<file path="src/rtl/swallow_div_pkg.sv">
`timescale 1ns/1ps
package swallow_div_pkg;

  // Overall feedback modulus built by the pulse-swallow scheme.
  function automatic int unsigned fb_modulus(int unsigned n, int unsigned m, int unsigned a);
    return m * n + a;
  endfunction

  // Legality of a requested setting.
  function automatic logic cfg_ok(int unsigned n, int unsigned m, int unsigned a,
                                  int unsigned min_mod);
    return (n >= 2) && (m >= 1) && (a < m) && (fb_modulus(n, m, a) >= min_mod);
  endfunction

endpackage

</file>
<file path="src/rtl/swd_cfg_regs.sv">
`timescale 1ns/1ps
module swd_cfg_regs #(
  parameter int NW      = 4,
  parameter int MW      = 8,
  parameter int AW      = 8,
  parameter int MIN_MOD = 8,
  parameter int DEF_N   = 4,
  parameter int DEF_M   = 3,
  parameter int DEF_A   = 1
) (
  input  logic          clk,
  input  logic          rst_n,
  input  logic          load,
  input  logic [NW-1:0] n_in,
  input  logic [MW-1:0] m_in,
  input  logic [AW-1:0] a_in,
  input  logic          apply,
  output logic [NW-1:0] n_pend,
  output logic [MW-1:0] m_pend,
  output logic [AW-1:0] a_pend,
  output logic [NW-1:0] n_act,
  output logic [MW-1:0] m_act,
  output logic [AW-1:0] a_act,
  output logic          cfg_err
);
  import swallow_div_pkg::*;

  logic req_ok;
  assign req_ok = cfg_ok(int'(n_in), int'(m_in), int'(a_in), MIN_MOD);

  // Pending setting: written by an accepted load.
  always_ff @(posedge clk or negedge rst_n) begin
    if (!rst_n) begin
      n_pend  <= NW'(DEF_N);
      m_pend  <= MW'(DEF_M);
      a_pend  <= AW'(DEF_A);
      cfg_err <= 1'b0;
    end else if (load) begin
      if (req_ok) begin
        n_pend  <= n_in;
        m_pend  <= m_in;
        a_pend  <= a_in;
        cfg_err <= 1'b0;
      end else begin
        cfg_err <= 1'b1;
      end
    end
  end

  // Active setting: copied from pending only at a period boundary.
  always_ff @(posedge clk or negedge rst_n) begin
    if (!rst_n) begin
      n_act <= NW'(DEF_N);
      m_act <= MW'(DEF_M);
      a_act <= AW'(DEF_A);
    end else if (apply) begin
      n_act <= n_pend;
      m_act <= m_pend;
      a_act <= a_pend;
    end
  end
endmodule

</file>
<file path="src/rtl/swd_prescaler.sv">
`timescale 1ns/1ps
module swd_prescaler #(
  parameter int NW = 4
) (
  input  logic          clk,
  input  logic          rst_n,
  input  logic [NW-1:0] n_act,
  input  logic          swallow,
  output logic [NW-1:0] pc_cnt,
  output logic          pre_tc
);
  // Last count of this prescaler period: N (divide by N+1) or N-1.
  logic [NW-1:0] last_cnt;
  assign last_cnt = swallow ? n_act : (n_act - NW'(1));
  assign pre_tc   = (pc_cnt == last_cnt);

  always_ff @(posedge clk or negedge rst_n) begin
    if (!rst_n)      pc_cnt <= '0;
    else if (pre_tc) pc_cnt <= '0;
    else             pc_cnt <= pc_cnt + NW'(1);
  end
endmodule

</file>
<file path="src/rtl/swd_prog_counters.sv">
`timescale 1ns/1ps
module swd_prog_counters #(
  parameter int MW    = 8,
  parameter int AW    = 8,
  parameter int DEF_A = 1
) (
  input  logic          clk,
  input  logic          rst_n,
  input  logic          pre_tc,
  input  logic [MW-1:0] m_act,
  input  logic [AW-1:0] a_pend,
  output logic [MW-1:0] mc_cnt,
  output logic [AW-1:0] a_left,
  output logic          swallow,
  output logic          cyc_end
);
  assign swallow = (a_left != '0);
  assign cyc_end = pre_tc && (mc_cnt == (m_act - MW'(1)));

  always_ff @(posedge clk or negedge rst_n) begin
    if (!rst_n) begin
      mc_cnt <= '0;
      a_left <= AW'(DEF_A);
    end else if (pre_tc) begin
      if (cyc_end) begin
        mc_cnt <= '0;
        a_left <= a_pend;   // value that becomes active at this edge
      end else begin
        mc_cnt <= mc_cnt + MW'(1);
        if (swallow) a_left <= a_left - AW'(1);
      end
    end
  end
endmodule

</file>
<file path="src/rtl/swallow_fb_div.sv">
`timescale 1ns/1ps
module swallow_fb_div #(
  parameter int NW      = 4,
  parameter int MW      = 8,
  parameter int AW      = 8,
  parameter int MIN_MOD = 8,
  parameter int DEF_N   = 4,
  parameter int DEF_M   = 3,
  parameter int DEF_A   = 1
) (
  input  logic          clk,
  input  logic          rst_n,
  input  logic          load,
  input  logic [NW-1:0] n_in,
  input  logic [MW-1:0] m_in,
  input  logic [AW-1:0] a_in,
  output logic          fb_pulse,
  output logic          pre_tick,
  output logic          cfg_err
);
  // Named internal events, visible to the bound checker.
  logic [NW-1:0] n_pend, n_act, pc_cnt;
  logic [MW-1:0] m_pend, m_act, mc_cnt;
  logic [AW-1:0] a_pend, a_act, a_left;
  logic          pre_tc, swallow, cyc_end;

  swd_cfg_regs #(
    .NW(NW), .MW(MW), .AW(AW), .MIN_MOD(MIN_MOD),
    .DEF_N(DEF_N), .DEF_M(DEF_M), .DEF_A(DEF_A)
  ) u_cfg (
    .clk(clk), .rst_n(rst_n), .load(load),
    .n_in(n_in), .m_in(m_in), .a_in(a_in), .apply(cyc_end),
    .n_pend(n_pend), .m_pend(m_pend), .a_pend(a_pend),
    .n_act(n_act), .m_act(m_act), .a_act(a_act), .cfg_err(cfg_err)
  );

  swd_prescaler #(.NW(NW)) u_pre (
    .clk(clk), .rst_n(rst_n), .n_act(n_act), .swallow(swallow),
    .pc_cnt(pc_cnt), .pre_tc(pre_tc)
  );

  swd_prog_counters #(.MW(MW), .AW(AW), .DEF_A(DEF_A)) u_cnt (
    .clk(clk), .rst_n(rst_n), .pre_tc(pre_tc), .m_act(m_act), .a_pend(a_pend),
    .mc_cnt(mc_cnt), .a_left(a_left), .swallow(swallow), .cyc_end(cyc_end)
  );

  assign pre_tick = pre_tc;

  always_ff @(posedge clk or negedge rst_n) begin
    if (!rst_n) fb_pulse <= 1'b0;
    else        fb_pulse <= cyc_end;
  end
endmodule

</file>
<file path="config.mk">
export PLATFORM = sky130hd
export DESIGN_NAME = swallow_fb_div
export DESIGN_NICKNAME = d
export VERILOG_FILES = /design/src/rtl/swallow_div_pkg.sv /design/src/rtl/swd_cfg_regs.sv /design/src/rtl/swd_prescaler.sv /design/src/rtl/swd_prog_counters.sv /design/src/rtl/swallow_fb_div.sv
export SDC_FILE = /design/constraint.sdc
export NUM_CORES = 1
export LEC_CHECK = 0
export BUFFER_PORTS_ARGS = -buffer_cell sky130_fd_sc_hd__buf_2
export CAP_MARGIN = 25
export CORE_UTILIZATION = 55
export CTS_CLUSTER_SIZE = 40
export DETAILED_ROUTE_END_ITERATION = 10
export GPL_TIMING_DRIVEN = 0
export PLACE_DENSITY = 0.75
export SKIP_LAST_GASP = 1
export SLEW_MARGIN = 5
export SYNTH_ARGS = -nofsm -noshare
export SYNTH_HDL_FRONTEND = slang
export SYNTH_SLANG_ARGS = --single-unit
</file>
<file path="constraint.sdc">
create_clock -name clk -period 3 [get_ports clk]
set_input_delay 0.75 -clock clk [delete_from_list [all_inputs] [get_ports clk]]
set_output_delay 0.75 -clock clk [all_outputs]
set_load 0.01 [all_outputs]
</file>
Word-level counts from Yosys, hierarchy flattened
Index checks and enable logic that the tools add are counted.

Bits in registers: 54. Latch bits: 0. RAM bits: 0. ROM bits: 0. Bits of input ports: 23. Output and inout port bits: 3. Word-level logic and storage cells: 37. Memories kept: 0.

Add/subtract/negate cells: 6. $mul: 1. Divide/modulo/power cells: 0. $lt $le $gt $ge: 4. Equality and inequality tests: 2. Shift-type cells: 0. Mux-type cells: 6. Bitwise operators: 0. Reductions and logical operators: 8.

Operator list (number): $ge 32x4->1 const B (1); $mux 8 (3); $sub 8x1->8 const B (2); $add 12x8->13 (1); $mul 8x4->12 (1); $add 8x1->8 const B (1); $eq 8x8->1 (1); $ge 8x1->1 const B (1); $lt 8x8->1 (1); $mux 4 (2); $reduce_bool 8->1 (1); $add 4x1->4 const B (1); $eq 4x4->1 (1); $ge 4x2->1 const B (1); $logic_and 1x1->1 (4); $reduce_and 2->1 (2); $sub 4x1->4 const B (1); $reduce_bool 2->1 (1); $mux 1 (1).

Depth between registers and ports, before layout
Word-level depth: 6. Mapped depth: 17. Depth with buffers taken out: 15.

Hierarchy
Synthesis repeated with hierarchy kept, for this count alone.

Cell total of the unflattened synthesis: 427. Area total of the unflattened synthesis: 4613.2 µm².

Modules (own cells, without submodules): swd_cfg_regs (times used 1, cells each 259, area each 3079.2 µm², sequential area each 1036.0 µm²); swd_prog_counters (times used 1, cells each 140, area each 1234.9 µm², sequential area each 401.6 µm²); swd_prescaler (times used 1, cells each 27, area each 274.0 µm², sequential area each 100.1 µm²); swallow_fb_div (times used 1, cells each 1, area each 25.0 µm², sequential area each 25.0 µm²).

Worst setup path after synthesis
Ideal clock, no wire load.

Kind: input to register. From: input n_in[2]. To: register u_cfg.a_pend[7]. Setup time: 125 ps. Arrival time: 4808 ps. Required time: 2875 ps. Setup slack: -1933 ps. Stages: 16. Buffers on the path: 2. Path through: clkbuf_1 and2_1 fa_1 fa_1 inv_1 fa_1 inv_1 ha_1 and3_1 a221oi_2 xnor2_1 or4_1 nor4_1 nor4_1 buf_2 mux2_2.

Cells in the longest elaborated chain, start to end: 5. Elaborated cells between the ends (all ways): 8.

Ends and longest elaborated chain: from (decl) (RTL line swallow_fb_div.sv:14) `input logic [NW-1:0] n_in,`; $mul 8x4->12 / $ge 4x2->1 (equally long branches) (RTL line swallow_div_pkg.sv:6, swallow_div_pkg.sv:12); $add 12x8->13 / $logic_and 1x1->1 (equally long branches) (RTL line swallow_div_pkg.sv:6, swallow_div_pkg.sv:12); $ge 32x4->1 / $logic_and 1x1->1 (equally long branches) (RTL line swallow_div_pkg.sv:12) `return (n >= 2) && (m >= 1) && (a < m) && (fb_modulus(n, m, a) >= min_mod);`; $logic_and 1x1->1 (*) (RTL line swallow_div_pkg.sv:12); $reduce_and 2->1 (no source line) (*); to (signal assigned) (RTL line swd_cfg_regs.sv:36) `a_pend <= AW'(DEF_A);`; to (signal assigned) (RTL line swd_cfg_regs.sv:42) `a_pend <= a_in;`; to (decl) (RTL line swd_cfg_regs.sv:20) `output logic [AW-1:0] a_pend,`.

Every way passes the cells marked *; elsewhere a longest branch is shown, timed or not. A chain may end at the register's enable or synchronous reset.

Final worst setup path
Ends and elaborated chain as after synthesis.

==> summary.txt <==
Status = complete, but fails checks
Setup crit start = n_in[2]
CP Launch Type = primary input
FF+latch count, synth = 54
Failing checks = negative setup slack
Ant diodes = 0
Post-synthesis cell type with the largest combined area = dfrtp_1
Finished Cell Area = 0.00515 mm^2
Top_reg_cell synth = dfrtp_1
DR DRC count = 0
Reg clk slew, reported paths = 0.10 ns
Die area = 0.00811 mm^2
Min-Delay Path Class = primary input to async pin
Area growth, synth to finish = 20.8%
VDD IR max = 0.368 mV
Netlist Area Pre-Place = 0.00427 mm^2
CTS buffer count = 5
Cell with the most instances after synthesis = inv_1
Detailed Route WL = 9250 um
Core Util, Final = 69.9%
Top cells by area, synth = dfrtp_1, ha_1, fa_1, mux2_2, inv_1
DP Wirelength = 6800 um
FFs w/ async S/R, synth = 100%
Global-route wire length before repair = 16300 um
Nets = 564
Met1 Routed Length = 3810 um
Measured slew at the worst slew-check pin = 0.514 ns
Pwr/cell area = 442 mW/mm^2
Core Box Area = 0.00737 mm^2
Syn Inst Count = 435
Worst Setup End Kind = register
DR vias = 3295
Drt via density = 5.61
Yosys cell types = 54
Largest net degree at the start of global routing = 36
Post-Synth XOR/XNOR Area = 5.34%
DIE HEIGHT = 90.1 um
Post-CTS Hold Fix Bufs = 0
WL met2 = 5050 um
Max Cap Viol = 0
Rows = 31
I/O pin count = 26
Final setup vio count = 22
Num Clock Sinks = 54
Lkg Pwr = 2.47 nW
CTS Root Cell = clkbuf_8
Starting Density = 57.9%
Seq/Total Area, Yosys = 31.9%
Post-place instance area = 0.00466 mm^2
Fraction of layout cells with a size suffix above 1 = 31.1%
GRT overflow = 0
PortBufs = 22
Maximum clock path buffer count = 2
Synth Area in Compound Gates = 10.3%
Fin crit period = 4.54 ns
Post-Synth Simple-Gate Area = 16.9%
PnR worst setup slack = -1.54 ns
Largest family of logic cells by synthesized area = adder cells
Initial antenna violation count = 0
Worst skew pair latency = 0.31 ns
CTS H-tree lvls = 2
Drt pass-1 iters = 4
Share of the synthesized area in the top cell type = 27.0%
Mux cell area share after synthesis = 9.83%
CP Capture Point = u_cfg.a_pend[7]$_DFFE_PN0P_
Reg-to-Reg Start = u_cfg.m_act[0]$_DFFE_PN1P_
Critical path class = primary input to register
Top cells by count, synth = inv_1, dfrtp_1, ha_1
Slew HR = 65.7%
Ys Warns = 0
Fin crit share = 151%
Req. time, crit path = 3.20 ns
R2R setup slack = 0.12 ns
Worst hold slack = 0.369 ns
TritonCTS clock tree = done
Uppermost layer routed = met4
Clock skew = 0.00266 ns
Worst-path fanout max = 8
Die W = 90.1 um
Number of synthesized flops with an enable pin = 0
Mapped Nets = 512
DR iter-0 viols = 197
RSZ-0062 raised after global routing = true
Reg2reg end = u_cnt.mc_cnt[2]$_DFFE_PN0P_
Syn avg cell area = 9.81 um^2
Max Clk Rate = 220 MHz
Final Hold Fails = 0
Number of nets with antenna violations after routing = 0
Per-cell routed wire length = 15.7 um
GPL Wtd Cong = 0.783
Arrival time of the worst setup path = 4.75 ns
Met3 wire length = 295 um
Total Routing Usage GR = 24.5%
Number of global-route vias before repair = 3461
Post-Synth Adder-Cell Area = 19.2%
Worst Reg-to-Reg Cells = 9
Slew Limit Fails = 0
logic make-up after synthesis:
logic type	after synthesis
flip-flops	54
adder cells (fa/ha/maj)	54
AND/OR/NAND/NOR	130
multiplexers	36
AO/OA/AOI/OAI	65
buffers and inverters	70
XOR/XNOR	26
power by group:
part / switching, mW / internal (mW)
logic: 0.449 / 0.477
clock network: 0.248 / 0.253
registers: 0.0444 / 0.806
total: 0.741 / 1.54
metrics by stage:
step	instances	TNS (ns)	setup WS, ns	power, mW
after global routing	587	-34.57	-1.70	2.43
after floorplan	435	-33.77	-1.64	1.46
after global placement	556	-42.28	-2.06	1.60
final	587	-31.24	-1.54	2.28
after detailed placement	557	-42.80	-2.08	1.64
after CTS	580	-31.35	-1.53	2.26
how the worst min path moves through the flow:
stage / endpoint / cells after the start / start / slack [ns]
floorplan: fb_pulse$_DFF_PN0_ / 0 / rst_n / 0.45
global placement: u_cfg.cfg_err$_DFFE_PN0P_ / 2 / u_cfg.cfg_err$_DFFE_PN0P_ / 0.47
detailed placement: u_cfg.m_act[1]$_DFFE_PN1P_ / 2 / u_cfg.m_pend[1]$_DFFE_PN1P_ / 0.49
CTS: u_cnt.mc_cnt[5]$_DFFE_PN0P_ / 1 / rst_n / 0.38
global route: u_cfg.m_pend[5]$_DFFE_PN0P_ / 1 / rst_n / 0.41
finish: u_cnt.mc_cnt[5]$_DFFE_PN0P_ / 1 / rst_n / 0.37
timing repair:
item | 4_1_cts | 5_1_grt
resized for setup | 42 | 15
setup endpoints to repair | 22 | 41
buffers inserted | 13 | 9
gates cloned | 2 | 0
pin swaps | 17 | 7
placed cells by master, fill, tap and decap left out, types with 8 or more instances in the layout:
cell	count
dfstp_2	8
buf_4	26
ha_1	29
fa_1	19
a21oi_1	18
mux2_4	12
nor3_1	8
xnor2_1	19
inv_1	54
dfrtp_1	46
nor2_1	16
nand2_1	22
and2_1	17
buf_2	15
nand3_1	15
o21ai_0	16
buf_6	8
mux2_2	20
registers in the layout (all words and copies together), names as in the netlist:
register and flops:
u_cfg.cfg_err 1, u_cnt.mc_cnt 8, u_cfg.m_pend 8, u_cnt.a_left 8
u_pre.pc_cnt 4, u_cfg.n_act 4, u_cfg.m_act 8, u_cfg.n_pend 4
fb_pulse 1, u_cfg.a_pend 8
metal layers:
layer,up-vias,track usage [%]
li1,1584,-
met1,1645,30.4
met2,56,45.9
met3,10,2.20
met4,0,5.51
met5,-,0
cell type report:
class                           count  area (um^2)
Buffer                             10          126
Fill cell                         545         2220
Inverter                           59          224
Timing Repair Buffer               46          345
Multi-Input combinational cell    311         2860
Clock buffer                        5         68.8
Tap cell                           99          124
Sequential cell                    54         1360
Clock inverter                      3         47.5
critical path: stages:
cell and delay (ns):
clkbuf_16 0.14, and2_4 0.14, fa_1 0.48, fa_1 0.50, inv_1 0.06, fa_1 0.52
inv_2 0.05, ha_4 0.23, and3_4 0.18, a221oi_2 0.26, xnor2_1 0.09, or4_4 0.44
nor4_4 0.22, nor4_4 0.08, buf_4 0.17, buf_4 0.16, mux2_4 0.29
No activity file was read; power rests on OpenSTA's default activity.
